File: src/rtl/sop_logic_plane.sv
module sop_logic_plane #(
  parameter int N_IN  = 10,
  parameter int N_OUT = 8,
  parameter int N_PT  = 8,
  localparam int N_SIG  = N_IN + N_OUT,
  localparam int N_LIT  = 2 * N_SIG,
  localparam int N_ROWS = N_OUT * N_PT,
  localparam int ROW_W  = $clog2(N_ROWS)
) (
  input  logic             clk,
  input  logic             rst_n,
  input  logic             cfg_we,
  input  logic [ROW_W-1:0] cfg_row,
  input  logic [N_LIT-1:0] cfg_bits,
  input  logic [N_IN-1:0]  pin_in,
  input  logic [N_OUT-1:0] fb_in,
  output logic [N_OUT-1:0] sum_out,
  output logic [N_OUT-1:0] oe_out
);

  localparam logic [N_LIT-1:0] TRUE_MASK = {N_SIG{2'b01}};

  logic [N_ROWS-1:0][N_LIT-1:0] cfg_q;
  logic [N_SIG-1:0]  sig;
  logic [N_LIT-1:0]  lit;
  logic [N_ROWS-1:0] term;

  assign sig = {fb_in, pin_in};

  always_ff @(posedge clk or negedge rst_n) begin
    if (!rst_n) cfg_q <= '0;
    else if (cfg_we) cfg_q[cfg_row] <= cfg_bits;
  end

  for (genvar s = 0; s < N_SIG; s++) begin : g_lit
    assign lit[2*s]   = sig[s];
    assign lit[2*s+1] = ~sig[s];
  end

  for (genvar r = 0; r < N_ROWS; r++) begin : g_term
    assign term[r] = &(lit | ~cfg_q[r]);
  end

  for (genvar j = 0; j < N_OUT; j++) begin : g_out
    assign oe_out[j]  = term[j*N_PT];
    assign sum_out[j] = |term[j*N_PT+1 +: N_PT-1];


    empty_oe_chk: assert property (@(posedge clk) disable iff (!rst_n)
      (cfg_q[j*N_PT] == '0) |-> oe_out[j]);


    clash_oe_chk: assert property (@(posedge clk) disable iff (!rst_n)
      (|(cfg_q[j*N_PT] & (cfg_q[j*N_PT] >> 1) & TRUE_MASK)) |-> !oe_out[j]);
  end


  row_write_chk: assert property (@(posedge clk) disable iff (!rst_n)
    cfg_we |=> cfg_q[$past(cfg_row)] == $past(cfg_bits));


  cfg_hold_chk: assert property (@(posedge clk) disable iff (!rst_n)
    !cfg_we |=> $stable(cfg_q));


  comb_stable_chk: assert property (@(posedge clk) disable iff (!rst_n)
    ($stable(pin_in) && $stable(fb_in) && $stable(cfg_q))
      |-> ($stable(sum_out) && $stable(oe_out)));

endmodule

File: config.mk
export PLATFORM = sky130hd
export DESIGN_NAME = sop_logic_plane
export DESIGN_NICKNAME = d
export VERILOG_FILES = /design/src/rtl/sop_logic_plane.sv
export SDC_FILE = /design/constraint.sdc
export NUM_CORES = 2
export LEC_CHECK = 0
export BUFFER_PORTS_ARGS = -buffer_cell sky130_fd_sc_hd__buf_2
export CAP_MARGIN = 20
export CORE_AREA = 5 5 325 646
export DETAILED_ROUTE_END_ITERATION = 8
export DIE_AREA = 0 0 330 651
export GPL_TIMING_DRIVEN = 0
export PLACE_DENSITY_LB_ADDON = 0.12
export SETUP_SLACK_MARGIN = 0.4
export SLEW_MARGIN = 20
export SYNTH_ARGS = -nofsm -noshare
export SYNTH_HDL_FRONTEND = slang
export SYNTH_SLANG_ARGS = --single-unit
File: constraint.sdc
create_clock -name clk -period 2.72 [get_ports clk]
set_clock_uncertainty 0.1 [all_clocks]
set_input_delay 0.272 -clock clk [delete_from_list [all_inputs] [get_ports clk]]
set_output_delay 0.272 -clock clk [all_outputs]
set_load 0.01 [all_outputs]
==> out/qor.log <==
qor: floorplan.die_y 651 um
qor: logic_synthesis.ys_seq_area_frac 0.567
qor: finish.largestRegisters cfg_q (2304)
qor: pwr.leakagePower 56.9 nW
qor: finish.mostFrequentLayoutCell dfrtp_1
qor: floorplan.core 0.204 mm2
qor: logic_synthesis.synth-seq-cells 2,304
qor: worst_setup_path.arrival 3220 ps
qor: clock_tree.cts_buffers 209
qor: flow_run.maxCapViolCount 0
qor: sta.setup_ws -871 ps
qor: routing.route.detailed.wl_per_inst 40.6 um
qor: clock_tree.clockRootBuffer clkbuf_16
qor: pwr.power_per_cell_area 734 mW/mm2
qor: pwr.power.share.switching 0.278
qor: min_path.hold_path.startpoint cfg_bits[14]
qor: min_path.min_delay_path_class input pin to flip-flop
qor: finish.instances_no_fill 10,108
qor: place.place.detailed.instances 9,640
qor: logic_synthesis.synth.cell_area 0.102 mm2
qor: finish.largest_reg_flops 2,304
qor: worst_setup_path.timing.critical_path.buf_inv 4
qor: global_routing.grt_pass1_vias 66,019
qor: min_path.hold-path-endpoint cfg_q[2282]
qor: pwr.internal_power 61.7 mW
qor: finish.area.growth.synth_to_final 14.7%
qor: global_routing.grt_first_pass_wirelength 553,000 um
qor: routing.detail_route.drc_violations 0
qor: floorplan.initial_core_util 0.497
qor: finish.finish.net_count 7,285
qor: finish.most-common-layout-cells dfrtp_1 (2,304), mux2_2 (2,247), mux2i_1 (1,137)
qor: run_status.violations_in_the_final_reports setup timing
qor: sta.final.min_clock_period 3590 ps
qor: worst_setup_path.crit_path_max_fanout 10
qor: pwr.irDropWorstVdd 0.512 mV
qor: floorplan.pin_count 79
qor: clock_tree.clock_latency 870 ps
qor: finish.n_fill_cell 16,468
qor: worst_setup_path.timing.critical_path.from_type input pin
qor: routing.drt_pass1_iterations 5
qor: place.place.detailed.hpwl 269,000 um
qor: sta.top_achievable_clock_speed 279 MHz
qor: logic_synthesis.synth_enable_flop_cells 0
qor: place.place.gp.congestion 0.898
qor: routing.detail_route.iter0.violations 5,655
qor: pwr.overall_power 85.5 mW
qor: pwr.power_switching 23.8 mW
qor: worst_setup_path.rr_endpoint cfg_q[2299]
qor: finish.post_route_core_utilization 0.570
qor: worst_setup_path.reg2reg_slack 1750 ps
qor: sta.grt_setup_unrepaired true
qor: global_routing.grt_antenna_before_repair 20
qor: clock_tree.clock_tree.htree_level_count 4
qor: worst_setup_path.crit_cells 9
qor: global_routing.grt_start_max_net_pins 139
qor: worst_setup_path.r2r.worst_path.cells 2
qor: sta.final.period_utilization 1.32
qor: finish.layout-drive-gt1-share 0.443
qor: logic_synthesis.dominantRegCellSynth dfrtp_1
qor: run_status.run_status finished with violations
qor: clock_tree.clk_path_buf_depth 4
qor: logic_synthesis.synthArstFlopShare 1.00
qor: worst_setup_path.worst_path_max_delay_cell nand4_1
qor: sta.finalSetupViolations 748
qor: logic_synthesis.avgSynthCellArea 14.9 um2
qor: worst_setup_path.worstReg2RegStart cfg_q[2299]
qor: worst_setup_path.worstSetupEndpointType output port
qor: sta.timing.slew.headroom 0.144
qor: routing.vias 63,719
qor: worst_setup_path.worst-endpoint-required 2350 ps
qor: worst_setup_path.setup.worst_path.class input pin to output port
qor: routing.number_of_nets_with_antenna_violations_after_detailed_routing 0
qor: logic_synthesis.synthDominantAreaCellType dfrtp_1
qor: logic_synthesis.synthesis.instances 6,839
qor: pwr.power.share.sequential 0.481
qor: min_path.worstHoldPathCells 2
qor: clock_tree.clock_sink_count 2,304
qor: clock_tree.clock_tree_from_tritoncts yes
qor: logic_synthesis.yosys.area.top_type_share 0.567
qor: logic_synthesis.yosysUniqueCellTypes 32
qor: floorplan.floorplan.die_area 0.215 mm2
qor: clock_tree.clkSlewWorstSetupHoldPaths 70 ps
qor: sta.slew_violations 0
qor: pwr.comb_power_share 0.165
qor: floorplan.die_width 330 um
qor: finish.registers.top_by_ff_count cfg_q
qor: worst_setup_path.path_delay_family simple AND/OR/NAND/NOR gates
qor: floorplan.cell_rows 235
qor: global_routing.grt-ovfl-total 0
qor: routing.route.final.wire_length 410,000 um
qor: sta.worstMarginPinSlew 1280 ps
qor: place.port_buffers 22
qor: pwr.power_frac_clock 0.354
qor: global_routing.globalRouteTotalUtil 0.378
qor: routing.avgViaCountPerCell 6.30
qor: worst_setup_path.cp_cell_sequence buf_4, buf_2, buf_12, mux2i_1, nand4_1, nor3_2, nand4_1, nand4_1, buf_2
qor: logic_synthesis.synth_area_leaders dfrtp_1 (57%), mux2_2 (25%), mux2i_1 (11%)
qor: worst_setup_path.cpPeakStageDelay 540 ps
qor: logic_synthesis.yosysWarnings 0
qor: logic_synthesis.syn-num-nets 6,902
qor: worst_setup_path.critical-path-top-cell-by-count nand4_1
qor: sta.timing.final.hold_violations 0
## kinds of logic after synthesis
| family | after synthesis | share of synthesized area |
|---|---|---|
| flops | 2304 | 0.567 |
| buf+inv | 586 | 0.0306 |
| mux | 3456 | 0.369 |
| simple gates | 493 | 0.0333 |
## per-layer routing
metal | GRT usage | wire, um | vias up
met2 | 0.603 | 191000 | 2598
met3 | 0.0659 | 26200 | 1204
li1 | - | - | 25464
met1 | 0.437 | 145000 | 34445
met4 | 0.333 | 48100 | 8
met5 | 0 | 46 | -
## cells in the mapped netlist (3+ instances only)
master,number
nand3b_1,3
nor3_1,25
dfrtp_1,2304
clkbuf_1,224
buf_4,59
and4_1,64
nor2_8,8
buf_6,60
nand2_2,16
nand4_1,224
nand2_1,4
nand3_4,3
mux2i_1,1152
nor2_4,9
mux2_2,2247
nor4_1,48
nand3_1,41
nor2_2,31
and2_1,3
buf_1,55
mux2_1,57
buf_2,188
## worst register-to-register path, stage by stage (launching register included)
cell and delay, ps:
dfrtp_1 380, buf_4 130, mux2_2 250
## power groups by stage
stage	Sequential [mW]	Combinational, mW	Clock [mW]
floorplan	41.0	7.66	0
global placement	41.6	12.3	0
detailed placement	41.7	13.0	0
CTS	41.0	13.9	30.4
global route	41.6	14.7	31.6
finish	41.1	14.1	30.3
## layout make-up
cell class                      count  area (um2)  area share
Clock inverter                     50         464     0.00398
Sequential cell                  2304       57700       0.495
Tap cell                         2725        3410      0.0293
Timing Repair Buffer              172        2660      0.0228
Multi-Input combinational cell   3949       41500       0.356
Clock buffer                      316        6310      0.0542
Buffer                            586        4490      0.0386
Antenna cell                        6        15.0    0.000129
## through the flow
stage                     hold WS [ps]  setup slack, ps  instance area (um2)  setup TNS [ps]
after floorplan                   -124              438               102000               0
after global placement             367           -48970               105000               -
after detailed placement          43.9            -2920               107000         -799340
after CTS                         1.87             -817               116000         -423440
after global routing              9.47             -785               117000         -376780
final                             43.9             -871               117000         -198120
## how the worst max path moves through the flow
stage	endpoint	start	slack, ps
3_3_place_gp	cfg_q[1758]	rst_n	-48970
6_report	sum_out[4]	pin_in[3]	-870
3_5_place_dp	sum_out[4]	fb_in[0]	-2920
2_1_floorplan	oe_out[4]	pin_in[8]	440
5_1_grt	sum_out[4]	cfg_q[1188]	-790
4_1_cts	sum_out[4]	cfg_q[1188]	-820
## what timing repair did
item	4_1_cts	5_1_grt
pin swaps	31	27
setup buffers	43	10
hold buffers	29	1
setup endpoints to repair	556	1676
endpoints found under the hold margin	362	162
cloned	9	5
resized for setup	398	43
(Power assumes the default switching activity.)
